$ cat src/rtl/exec_pkg.sv
package exec_pkg;

   typedef enum logic [1:0] {
      ALU_ADD  = 2'b00,
      ALU_AND  = 2'b01,
      ALU_NOT  = 2'b10,
      ALU_PASS = 2'b11
   } alu_op_e;

   localparam int unsigned NZP_W   = 3;
   localparam int unsigned NZP_NEG = 2;
   localparam int unsigned NZP_ZER = 1;
   localparam int unsigned NZP_POS = 0;

endpackage

$ cat src/rtl/exec_regfile.sv
module exec_regfile #(
   parameter int unsigned DW   = 16,
   parameter int unsigned NREG = 8,
   localparam int unsigned AW  = $clog2(NREG)
) (
   input  logic          clk,
   input  logic          rst_n,
   input  logic          we,
   input  logic [AW-1:0] waddr,
   input  logic [DW-1:0] wdata,
   input  logic [AW-1:0] raddr_a,
   input  logic [AW-1:0] raddr_b,
   output logic [DW-1:0] rdata_a,
   output logic [DW-1:0] rdata_b
);

   logic [NREG-1:0][DW-1:0] bank;

   for (genvar gi = 0; gi < NREG; gi++) begin : g_ent
      logic [DW-1:0] q;
      always_ff @(posedge clk or negedge rst_n) begin
         if (!rst_n)
            q <= '0;
         else if (we && (waddr == AW'(gi)))
            q <= wdata;
      end
      assign bank[gi] = q;
   end

   // Reads see the stored value; a same-cycle write shows up after the edge.
   assign rdata_a = bank[raddr_a];
   assign rdata_b = bank[raddr_b];

endmodule

$ cat src/rtl/exec_alu.sv
module exec_alu
   import exec_pkg::*;
#(
   parameter int unsigned DW = 16
) (
   input  alu_op_e       op,
   input  logic [DW-1:0] a,
   input  logic [DW-1:0] b,
   output logic [DW-1:0] y
);

   always_comb begin
      unique case (op)
         ALU_ADD:  y = a + b;
         ALU_AND:  y = a & b;
         ALU_NOT:  y = ~a;
         ALU_PASS: y = a;
         default:  y = a;
      endcase
   end

endmodule

$ cat src/rtl/exec_cond.sv
module exec_cond
   import exec_pkg::*;
#(
   parameter int unsigned DW = 16
) (
   input  logic             clk,
   input  logic             rst_n,
   input  logic             upd,
   input  logic [DW-1:0]    wval,
   input  logic [NZP_W-1:0] mask,
   output logic [NZP_W-1:0] nzp_q,
   output logic             taken
);

   logic [NZP_W-1:0] nzp_d;

   always_comb begin
      nzp_d = '0;
      if (wval[DW-1])
         nzp_d[NZP_NEG] = 1'b1;
      else if (wval == '0)
         nzp_d[NZP_ZER] = 1'b1;
      else
         nzp_d[NZP_POS] = 1'b1;
   end

   always_ff @(posedge clk or negedge rst_n) begin
      if (!rst_n)
         nzp_q <= '0;
      else if (upd)
         nzp_q <= nzp_d;
   end

   assign taken = |(mask & nzp_q);

endmodule

$ cat src/rtl/exec_slice.sv
module exec_slice
   import exec_pkg::*;
#(
   parameter int unsigned DATA_W = 16,
   parameter int unsigned NREGS  = 8,
   parameter int unsigned IMM_W  = 5,
   parameter int unsigned OFF_W  = 6,
   localparam int unsigned AW      = $clog2(NREGS),
   localparam int unsigned FIELD_W = OFF_W + 2 * AW
) (
   input  logic               clk,
   input  logic               rst_n,
   input  logic [FIELD_W-1:0] op_field,
   input  logic [1:0]         alu_op,
   input  logic               addr_mode,
   input  logic               rf_we,
   input  logic               rf_src,
   input  logic               link_wr,
   input  logic [DATA_W-1:0]  wr_bus,
   output logic [DATA_W-1:0]  alu_y,
   output logic [DATA_W-1:0]  rd_a,
   output logic [DATA_W-1:0]  rd_b,
   output logic               br_taken,
   output logic [NZP_W-1:0]   nzp
);

   localparam int unsigned SR1_LO  = OFF_W;
   localparam int unsigned DST_LO  = OFF_W + AW;
   localparam int unsigned MODE_B  = IMM_W;
   localparam logic [AW-1:0] LINK_IDX = AW'(NREGS - 1);

   if (NREGS != (1 << AW)) begin : g_chk_pow2
      $error("NREGS must be a power of two");
   end
   if (AW != NZP_W) begin : g_chk_mask
      $error("destination field must match the status mask width");
   end
   if (OFF_W != IMM_W + 1) begin : g_chk_off
      $error("offset must be one bit wider than the immediate");
   end
   if (AW > IMM_W || OFF_W >= DATA_W) begin : g_chk_fit
      $error("field widths do not fit the data word");
   end

   logic [AW-1:0]     dst_idx, sr1_idx, sr2_idx, waddr;
   logic [DATA_W-1:0] imm_sx, off_sx, opnd_b, wdata;
   logic              cc_upd;

   assign dst_idx = op_field[DST_LO +: AW];
   assign sr1_idx = op_field[SR1_LO +: AW];
   assign sr2_idx = op_field[AW-1:0];

   assign imm_sx = {{(DATA_W-IMM_W){op_field[IMM_W-1]}}, op_field[IMM_W-1:0]};
   assign off_sx = {{(DATA_W-OFF_W){op_field[OFF_W-1]}}, op_field[OFF_W-1:0]};

   always_comb begin
      if (addr_mode)
         opnd_b = off_sx;
      else if (op_field[MODE_B])
         opnd_b = imm_sx;
      else
         opnd_b = rd_b;
   end

   assign waddr  = link_wr ? LINK_IDX : dst_idx;
   assign wdata  = rf_src ? wr_bus : alu_y;
   assign cc_upd = rf_we && !link_wr;

   exec_regfile #(
      .DW   (DATA_W),
      .NREG (NREGS)
   ) i_rf (
      .clk     (clk),
      .rst_n   (rst_n),
      .we      (rf_we),
      .waddr   (waddr),
      .wdata   (wdata),
      .raddr_a (sr1_idx),
      .raddr_b (sr2_idx),
      .rdata_a (rd_a),
      .rdata_b (rd_b)
   );

   exec_alu #(
      .DW (DATA_W)
   ) i_alu (
      .op (alu_op_e'(alu_op)),
      .a  (rd_a),
      .b  (opnd_b),
      .y  (alu_y)
   );

   exec_cond #(
      .DW (DATA_W)
   ) i_cond (
      .clk   (clk),
      .rst_n (rst_n),
      .upd   (cc_upd),
      .wval  (wdata),
      .mask  (dst_idx),
      .nzp_q (nzp),
      .taken (br_taken)
   );

endmodule

$ cat config.mk
export PLATFORM = sky130hd
export DESIGN_NAME = exec_slice
export DESIGN_NICKNAME = d
export VERILOG_FILES = /design/src/rtl/exec_pkg.sv /design/src/rtl/exec_regfile.sv /design/src/rtl/exec_alu.sv /design/src/rtl/exec_cond.sv /design/src/rtl/exec_slice.sv
export SDC_FILE = /design/constraint.sdc
export NUM_CORES = 1
export LEC_CHECK = 0
export BUFFER_PORTS_ARGS = -buffer_cell sky130_fd_sc_hd__buf_2
export CAP_MARGIN = 0
export CORE_MARGIN = 3
export CORE_UTILIZATION = 60
export CTS_BUF_LIST = sky130_fd_sc_hd__clkbuf_4
export CTS_CLUSTER_SIZE = 20
export DETAILED_ROUTE_END_ITERATION = 6
export GPL_ROUTABILITY_DRIVEN = 1
export PLACE_DENSITY = 0.81
export SETUP_SLACK_MARGIN = 0.3
export SLEW_MARGIN = 10
export SYNTH_ARGS = -nofsm -noshare
export SYNTH_HDL_FRONTEND = slang
export SYNTH_SLANG_ARGS = --single-unit
$ cat constraint.sdc
create_clock -name clk -period 8.3 [get_ports clk]
set_clock_uncertainty 0.15 [all_clocks]
set_input_delay 1.66 -clock clk [delete_from_list [all_inputs] [get_ports clk]]
set_output_delay 1.66 -clock clk [all_outputs]
set_load 0.02 [all_outputs]
After elaboration in Yosys (flattened, before gate mapping)
Cells that the tools add are included. W data, S select, Z words.

Output and inout bits: 52. Input port bits: 36. Word-level logic and storage cells: 52. Register bits: 131.

Order comparisons: 2. $add $sub $neg: 1. Reductions and logical operators: 14. Bitwise logic cells: 3. Multiplexer cells: 13. Equality and inequality tests: 10.

Operators by type and width (count): $bmux W16 S3 (2); $mux W16 (5); $pmux W16 S4 (1); $add A16 B16 Y16 (1); $and A16 B16 Y16 (1); $logic_not A16 Y1 (1); $not A16 Y16 (1); $eq A3 B3 Y1 const B (4); $logic_and A1 B1 Y1 (9); $lt A3 B4 Y1 const B (2); $eq A3 B2 Y1 const B (2); $eq A2 B2 Y1 const B (2); $and A3 B3 Y3 (1); $eq A3 B1 Y1 const B (1); $logic_not A3 Y1 (1); $mux W1 (3); $mux W3 (1); $reduce_or A3 Y1 (1); $eq A2 B1 Y1 const B (1); $logic_not A2 Y1 (1); $mux W2 (1); $logic_not A1 Y1 (1).

Depth between registers and ports, before layout
Gate-level depths: netlist (run 1).

Word-level depth: 10. Depth in mapped cells: 19.

Cells and area by module
A second synthesis (run 1) with hierarchy kept.

Cell total of the unflattened synthesis: 627. Area, all modules: 8868.5 µm².

Modules (own cells, without submodules): exec_regfile (cells each 393, seq. area each 3203.1 µm², instances 1, area an instance 7000.5 µm²); exec_alu (cells each 175, seq. area each 0.0 µm², instances 1, area an instance 1199.9 µm²); exec_slice (cells each 42, seq. area each 0.0 µm², instances 1, area an instance 444.2 µm²); exec_cond (cells each 17, seq. area each 75.1 µm², instances 1, area an instance 224.0 µm²).

Worst setup path after synthesis (run 1)
Ideal clock, no wire load.

Kind: input to output. From: input port op_field[0]. To: output port alu_y[14]. Buffers on the path: 2. Path slack: 0.917 ns. Data required time: 6.490 ns. Data arrival time: 5.573 ns. Stages on the path: 14. Cell sequence: clkbuf_1 buf_1 mux4_2 mux2_2 mux2_2 ha_1 nor2b_1 o2111ai_1 a211o_1 a221oi_1 nor4_1 a41oi_1 o211ai_1 a21oi_1.

Cells in the longest elaborated chain, start to end: 6. Elaborated cells on any way between the ends: 7. Those cells by class: 1 x add/sub; 5 x mux; 1 x bitwise.

Ends and longest elaborated chain: start: declaration (line exec_slice.sv:13) `input logic [FIELD_W-1:0] op_field,`; $bmux W16 S3 (line exec_regfile.sv:32) `assign rdata_b = bank[raddr_b];`; $mux W16 (not written as such) (line exec_regfile.sv:32); named net rd_b[2] (line exec_slice.sv:22) `output logic [DATA_W-1:0] rd_b,`; $mux W16 (line exec_slice.sv:59) `else if (op_field[MODE_B])`; $mux W16 (line exec_slice.sv:57) `if (addr_mode)`; $add A16 B16 Y16 (line exec_alu.sv:14) `ALU_ADD: y = a + b;`; $pmux W16 S4 (line exec_alu.sv:13) `unique case (op)`; end: declaration (line exec_slice.sv:20) `output logic [DATA_W-1:0] alu_y,`.

The timed path passes the listed nets, and every way through them passes these cells. The select of a mux whose other input is x is not followed.

Worst setup path in the final report (run 1)
From: input port op_field[6]. To: output port alu_y[15].

Cells in the longest elaborated chain, start to end: 4. Elaborated cells on any way between the ends: 6. Those cells by class: 1 x add/sub; 3 x mux; 2 x bitwise.

Ends and longest elaborated chain: $bmux W16 S3 (*) (line exec_regfile.sv:31) `assign rdata_a = bank[raddr_a];`; $mux W16 (not written as such) (*) (line exec_regfile.sv:31); $add A16 B16 Y16, or another cell as far along (line exec_alu.sv:14); $pmux W16 S4 (*) (line exec_alu.sv:13).

Every way passes the cells marked *; elsewhere a longest branch is shown, timed or not. The select of a mux whose other input is x is not followed.

==> results of run 1 <==
synthesized netlist by cell type (5+ instances only):
| library cell | instances |
|---|---|
| clkbuf_1 | 37 |
| nand3_1 | 8 |
| mux2_1 | 12 |
| inv_1 | 16 |
| xnor2_1 | 11 |
| o211ai_1 | 7 |
| a21oi_1 | 55 |
| o21ai_0 | 30 |
| nor2b_1 | 6 |
| a221oi_2 | 5 |
| nand2_1 | 86 |
| dfrtp_1 | 131 |
| buf_2 | 9 |
| buf_1 | 8 |
| mux2_2 | 79 |
| a21o_1 | 7 |
| ha_1 | 16 |
| nand2b_1 | 13 |
| and3_1 | 7 |
| a22oi_1 | 9 |
| mux2i_1 | 42 |
| nor2_1 | 46 |
| o21ai_1 | 24 |
| mux4_2 | 48 |
| nor3_1 | 6 |
through the flow:
stage               instances  total power, mW  util (%)  worst slack, ps  hold WS (ps)
finish                   1056             2.54      67.9              950           375
global placement         1024             1.99      65.5             1050           323
detailed placement       1024             2.04      65.5              977           347
CTS                      1056             2.53      67.9              960           379
floorplan                 801             1.71         -              917           311
global route             1056             2.67      67.9              702           393
power breakdown:
group | leakage, nW | internal, mW | switching, mW
logic | 2.49 | 0.479 | 0.608
clock network | 0.181 | 0.242 | 0.250
registers | 1.60 | 0.817 | 0.141
total | 4.27 | 1.54 | 0.999
cell type report:
cell class,count,area [µm²],area share (%)
clock buffers,17,128,1.34
well taps,180,225,2.37
inverters,18,67.6,0.712
clock inverters,15,201,2.12
repair buffers,104,566,5.96
multi-input cells,591,5030,53.0
flip-flops and latches,131,3280,34.5
state kept, by name, indices dropped and copies added, names as in the netlist:
name and count:
i_cond.nzp_q 3, i_rf.g_ent.q 128
critical path, cell delays in order:
cell	delay, ps
buf_2	540
mux4_2	590
mux2i_1	370
inv_1	110
ha_1	390
o211ai_1	130
o211a_1	250
o31ai_1	500
a211oi_1	160
nor2_1	150
mux2_1	370
nand2_1	80
a21oi_1	40
buf_2	180
routing by layer:
layer,global-route usage (%),part of all wire (%),vias to the layer above,wire length [µm]
met1,42.8,39,3607,9950
met5,0,0,-,0
li1,-,-,3100,-
met2,52.3,48,379,12200
met4,13.2,3.7,0,945
met3,7.59,8.9,73,2260
cells by family after synthesis:
group / synth area share [%]
buffers and inverters: 4.32
DFF: 37.8
and+or+nand+nor: 10.1
xor gates and xnor gates: 1.50
adders and majority gates: 2.54
muxes: 29.9
AOI/OAI and AO/OA: 13.9
final timing paths:
| path | from | end |
|---|---|---|
| min reg2reg | i_rf.g_ent[4].q[9] | i_rf.g_ent[4].q[9] |
| min | i_rf.g_ent[4].q[9] | i_rf.g_ent[4].q[9] |
| max | op_field[6] | alu_y[15] |
| max in group asynchronous | rst_n | i_rf.g_ent[3].q[12] |
| max reg2reg | i_rf.g_ent[3].q[3] | i_cond.nzp_q[1] |
| min in group asynchronous | rst_n | i_rf.g_ent[4].q[4] |
==> results.txt, run 1 <==
- Routed Antenna Nets: 0
- Clock buffers created by TritonCTS: 17
- Worst supply voltage drop on vdd: 0.000152 V
- The area growth from synthesis to layout is 9.54%.
- First DRT Iteration DRCs: 670
- The tool flagged a number of max-cap violations equal to 0.
- Once detailed placement completed, the half-perimeter wirelength came to around 18000 µm.
- Asr flop ratio synth: between 90% and 100%
- Based on the critical path, the design can be clocked at up to approximately 140 MHz.
- Starting density of the core: around three fifths
- Most instantiated flip-flop cell in the synthesis netlist: dfrtp_1
- The layout has slightly above 1000 filler cells.
* Final wirelength: between 20000 and 30000 µm
- Number of diodes: 0
- The mapped netlist covers 0.00867 mm².
- The tree is rooted in a clkbuf_4.
- In this run the core area contains 43 standard-cell rows.
- The initial antenna violation count is 0.
* Top area cells in the synthesized netlist: dfrtp_1 (38%), mux4_2 (12%), mux2_2 (10%), mux2i_1 (4.9%), nand2_1 (3.7%)
- Status: finished clean
- Worst reg-to-reg path cell count: 13
- The first detailed-routing pass ran for 5 iterations.
- The synthesized design devotes to its leading area cell type 37.8% of total area.
- Actual slew at the worst max-slew pin: roughly 1200 ps
- Cell type with the highest aggregate area in the netlist: dfrtp_1
- Dividing the detail-routed via count by the number of cells gives between 6 and 7.
- In this run the power density over the cells is 267 mW/mm².
- The min-delay analysis places its worst path in the category flop to flop.
* Endpoint class of the critical path: primary output
- The top cell types in the final layout, fill and taps aside, are dfrtp_1 (131), nand2_1 (86), buf_2 (86).
- Number of enable flip-flop cells after synthesis: 0
- Fraction of the yosys area taken by sequential cells: 37.8%
- Standard cell area after detailed placement: around 0.0092 mm²
- For this run, the number of Yosys warnings is 0.
- Hold buffer count at CTS: 0
- Setup TNS Final: 0 ps
* Wire length per cell after detailed routing: approximately 24 µm
* Overflow left after global routing: 0
* Max-slew violation count: 0
* Height of the die: 126 µm
- Setup slack on the worst reg-to-reg path comes out at around 3300 ps.
- DIE AREA: 0.0159 mm²
* Post-route standard cell area excluding fillers: around 0.0095 mm²
* # H-tree levels: 4
- The final layout contains 916 nets.
* Period minus WS final: approximately 7400 ps
- The library cell used most frequently in the layout, excluding fill and tap cells, is dfrtp_1.
- The clock passes through at most 2 buffers.
- Cells after synthesis: around 800
- Clock latency reported for the late side of the worst-skew pair: around 570 ps
- Clock transition at path regs: about 120 ps
* Arrival @ worst endpoint: approximately 5500 ps
* Die Span X: about 130 µm
- Post-synthesis register bit count: around 130
* CP startpoint kind: input pin
* Std-Cell Core Area: ~0.014 mm²
- Number of cells upsized or downsized after cts: 0
- The final critical path takes up 88.6% of the cycle.
* Maximum fanout along the worst path: 20
- Total of endpoints with negative setup slack in the final report: 0
- The first global-routing pass estimated around 40000 µm of wire.
* Pin count of the biggest net entering global routing: a little under 70
* Remaining DRCs: 0
* Number of distinct library cells after synthesis: 74
- Each instance of the synthesized netlist takes up on average about 11 µm².
- Max transition margin: between 20% and 30%
* Final RePlAce weighted congestion: 1.00
- LEAKAGE: approximately 4.3 nW
- TritonCTS built the clock tree.
* Post-CTS Setup Bufs: 0
* Number of nets produced by synthesis: 854
* Data required time of the worst path: roughly 6500 ps
- The routed layout has 7159 vias.
* Number of placed I/O pins: 88
* Share of layout cells above drive strength 1: approximately a third
- Number of sinks handled by clock tree synthesis: around 130
- For this run, the total global-route usage over all layers was measured as 32.5%.
* Type of the worst setup path: input pin to primary output
* Number of global-route vias before repair: between 7000 and 8000
- Hold Crit Depth: 2
- Unrepaired setup endpoints after global routing: false
* Final hold violation count: 0
- # port buffers: just under 90
Note: power is estimated with default switching activity, not from simulation.
==> run 2: changes to the inputs <==
--- a/config.mk
+++ b/config.mk
@@ -5,15 +5,17 @@
 export SDC_FILE = /design/constraint.sdc
 export NUM_CORES = 1
 export LEC_CHECK = 0
+export ABC_AREA = 1
 export BUFFER_PORTS_ARGS = -buffer_cell sky130_fd_sc_hd__buf_2
 export CAP_MARGIN = 0
 export CORE_MARGIN = 3
 export CORE_UTILIZATION = 60
 export CTS_BUF_LIST = sky130_fd_sc_hd__clkbuf_4
-export CTS_CLUSTER_SIZE = 20
+export CTS_CLUSTER_SIZE = 40
 export DETAILED_ROUTE_END_ITERATION = 6
 export GPL_ROUTABILITY_DRIVEN = 1
 export PLACE_DENSITY = 0.81
+export REMOVE_ABC_BUFFERS = 1
 export SETUP_SLACK_MARGIN = 0.3
 export SLEW_MARGIN = 10
 export SYNTH_ARGS = -nofsm -noshare
==> run 2 against run 1 <==
Against the previous run:
- worst hold slack got worse by 25 ps
- clock power down 8.3%
- register-to-register slack improved by 1000 ps
- cell area increased by 4.4%
- wire length is 16% higher
- global-route usage increased by 3.1 points
- final cell count up 59%
- via count grew 37%
- combinational power down 27%
- synthesized cell count up 79%
- non-clock buffer count increased by 2
- core utilization fell by 0.69 points
- highest routed layer unchanged
==> results.txt, run 2 <==
- The flow ran to the end, and the final reports show no timing, DRC or antenna violations.
- After detailed placement, the total cell area comes to between 0.009 and 0.01 mm².
- First DRT Iteration DRCs: approximately 1100
- Area Overhead vs Synth: 7.89%
- Post-synthesis register bit count: 131
- TritonCTS built the clock tree.
- Of the total power, the clock network draws roughly a fifth.
- Post-CTS Setup Bufs: 0
* Clock transition at path regs: about 120 ps
- Fillers: 1369
* Fraction of the yosys area taken by sequential cells: a little over a third
- At the end of the flow, the number of nets in the layout was 1539.
* Share of layout cells above drive strength 1: 11.5%
* Max FFs per register: roughly 130
- LEAKAGE: 5.18 nW
* Root Driver: clkbuf_4
- Setup total negative slack on the finished layout was measured at 0 ps.
* # H-tree levels: 4
- Worst hold path type: flop to flop
- Hold repair after CTS inserted 0 buffers.
* Final wirelength: 29300 µm
- Yosys instantiated no cell more often than nand2_1.
- Global-route total usage across every layer: between 30% and 40%
- Number of cells upsized or downsized after cts: 0
* Type of the worst setup path: input pin to primary output
- In this run, flip-flops and latches consume 40.7% of the power.
- For the pin with the worst max-slew slack, the measured transition is roughly 1300 ps.
- Buffer depth of the longest clock path: 2
- DIE AREA: 0.0168 mm²
- Period minus WS final: around 7000 ps
* Number of placement rows: 44
- Highest-delay cell along the critical path: inv_1
- In this run the power spent charging and discharging nets is 0.889 mW.
* Top post-synthesis cells by count: nand2_1 (482), o21ai_0 (202), inv_1 (193)
- The cell that appears most often on the critical path is nand2_1.
- Cell type with the highest aggregate area in the netlist: dfrtp_1
- Pin count of the biggest net entering global routing: 81
- Pwr per Cell Area: around 210 mW/mm²
* Synthesis warning total: 0
- Post-route standard cell area excluding fillers: 0.00991 mm²
* Max transition margin: ~10%
- Final cycle utilization of the critical path: 84.2%
* Fraction of power spent switching nets: 42.1%
* Total of endpoints with negative setup slack in the final report: 0
- For this run, the slowest stage of the critical path takes slightly below 800 ps.
- The first global-routing pass estimated about 46000 µm of wire.
- 0 antenna diodes ended up in the layout.
- In the routed layout, each cell is associated on average with a via count of about 5.8.
* Unrepaired setup endpoints after global routing: false
* Antenna violations before repair: 0
- Post-route core utilization: between 60% and 70%
- Across the VDD grid, the largest voltage drop is between 0.0001 and 0.00015 V.
- STA classifies the critical path startpoint as an input pin.
* Overflow left after global routing: 0
* Fraction of power consumed by combinational cells: a little under two fifths
- Die Span X: around 130 µm
* Portion of synthesized cell area occupied by the leading cell type: 35.7%
- Derived from the worst setup path, the maximum achievable clock frequency is 143 MHz.
* Number of sinks handled by clock tree synthesis: about 130
* Combined buffer and inverter count along the critical path: 6
- Final RePlAce weighted congestion: 0.985
- Starting density of the core: between 60% and 70%
* Clock buffers created by TritonCTS: 17
- Across all register-to-register paths, the minimum setup slack is approximately 4400 ps.
* Syn Area/Cell: about 6.4 µm²
- The cell family contributing the most delay on the critical path is buffers and inverters.
* First drt pass iteration count: 6
* Via count: 9806
- Maxcap violations: 0
* Most flop-heavy register: i_rf.g_ent.q
- Along the worst path, the maximum fanout reaches 27.
* Number of distinct library cells after synthesis: 30
- For the worst-skew pair, the clock arrives at the later sink with an insertion delay of just under 600 ps.
- # port buffers: 87
- After synthesis the cells add up to approximately 0.0092 mm².
- In the final layout, the registers with the most flip-flops are i_rf.g_ent.q x128, i_cond.nzp_q x3.
- Data required time of the worst path: 6490 ps
* Cells after synthesis: 1437
* CP cell instances: buf_2, inv_1, buf_4, o21ai_0, a31oi_1, nand2_1, o21ai_0, ha_1, inv_1, fa_1, inv_1, nand3_1, nand2_1, nand2_1, nand2_1, nand2_1, nand3_1, nand3_1, nand2_1, buf_2
- Number of enable flip-flop cells after synthesis: 0
* Top area cells in the synthesized netlist: dfrtp_1 (36%), nand2_1 (20%), o21ai_0 (11%), inv_1 (7.9%), nand3_1 (6.0%)
- Leaving out fill and tap cells, the most frequent cell in the layout is nand2_1.
* Remaining DRCs: 0
- The count of endpoints failing hold in the final timing report was 0.
- Internal power of the cells: 1.22 mW
* Detailed placement HPWL: roughly 20000 µm
* Wire length per cell after detailed routing: 17.4 µm
* Asr flop ratio synth: 100%
* Height of the die: between 100 and 150 µm
- Once detail routing completed, the nets flagged for antenna violations numbered 0.
* Arrival @ worst endpoint: 5180 ps
- The total area inside the core boundary comes to 0.0148 mm².
- Most instantiated flip-flop cell in the synthesis netlist: dfrtp_1
- Endpoint class of the critical path: primary output
* Max-slew violation count: 0
- In this run the count of I/O pins placed on the die edge is around 90.
- The number of global-route vias before repair came to 8769.
* Top library cells by usage in the layout, fill and taps aside: nand2_1 (482), o21ai_0 (201), inv_1 (193)
[run 2: cell types whose count changed after synthesis, sizes merged, moves of 13 or more]
cell / change
a31oi: +14
inv: +178
mux2: -90
mux2i: -45
mux4: -48
nand2: +408
nand2b: -13
nand3: +105
nor2: +23
o21ai: +157
[run 2: through the flow]
| step | worst slack (ps) | cells | hold WS [ps] | power (mW) |
|---|---|---|---|---|
| final | 1310 | 1683 | 351 | 2.11 |
| after CTS | 1420 | 1683 | 354 | 2.10 |
| after global routing | 1020 | 1683 | 380 | 2.26 |
| after detailed placement | 1440 | 1651 | 324 | 1.65 |
| after floorplan | 1860 | 1361 | 303 | 1.39 |
| after global placement | 1470 | 1651 | 318 | 1.63 |
[run 2: cells by family after synthesis]
group	synth area share (%)
AND/OR/NAND/NOR	31.2
AO/OA/AOI/OAI	18.3
buffers and inverters	12.1
multiplexers	0.245
adder cells (fa/ha/maj)	2.40
flip-flops	35.7
[run 2: area by class of cell]
type	instances	area, µm²	share of cell area [%]
inverters	198	743	7.50
repair buffers	106	581	5.86
clock inverters	15	155	1.57
flip-flops and latches	131	3280	33.1
multi-input cells	1032	4800	48.4
well taps	184	230	2.32
clock buffers	17	128	1.29
[run 2: metal layers]
metal,GRT usage (%),vias up,share of wire (%)
li1,-,4685,-
met1,48.3,4429,41
met2,55.4,600,44
met3,7.70,92,11
met4,15.0,0,4.0
met5,0,-,0
[run 2: final timing paths]
path	from	to	cells after the start
max reg2reg	i_rf.g_ent[5].q[1]	i_cond.nzp_q[0]	26
min	i_rf.g_ent[3].q[15]	i_rf.g_ent[3].q[15]	2
min reg2reg	i_rf.g_ent[3].q[15]	i_rf.g_ent[3].q[15]	2
max in group asynchronous	rst_n	i_rf.g_ent[3].q[11]	2
max	op_field[0]	alu_y[14]	20
min in group asynchronous	rst_n	i_rf.g_ent[6].q[0]	1
[run 2: power by group through the flow]
stage / Combinational, mW / Clock (mW) / Sequential, mW
final: 0.799 / 0.451 / 0.859
after global routing: 0.900 / 0.485 / 0.875
after CTS: 0.787 / 0.457 / 0.857
after detailed placement: 0.784 / 0 / 0.869
after global placement: 0.769 / 0 / 0.865
after floorplan: 0.542 / 0 / 0.853
[run 2: worst register-to-register path: cells and delay by family (launching register included)]
family	cells	cell delay (ps)
simple gates	16	1770
flops	1	360
compound gates	5	790
fa+ha+maj	1	430
buf+inv	4	330
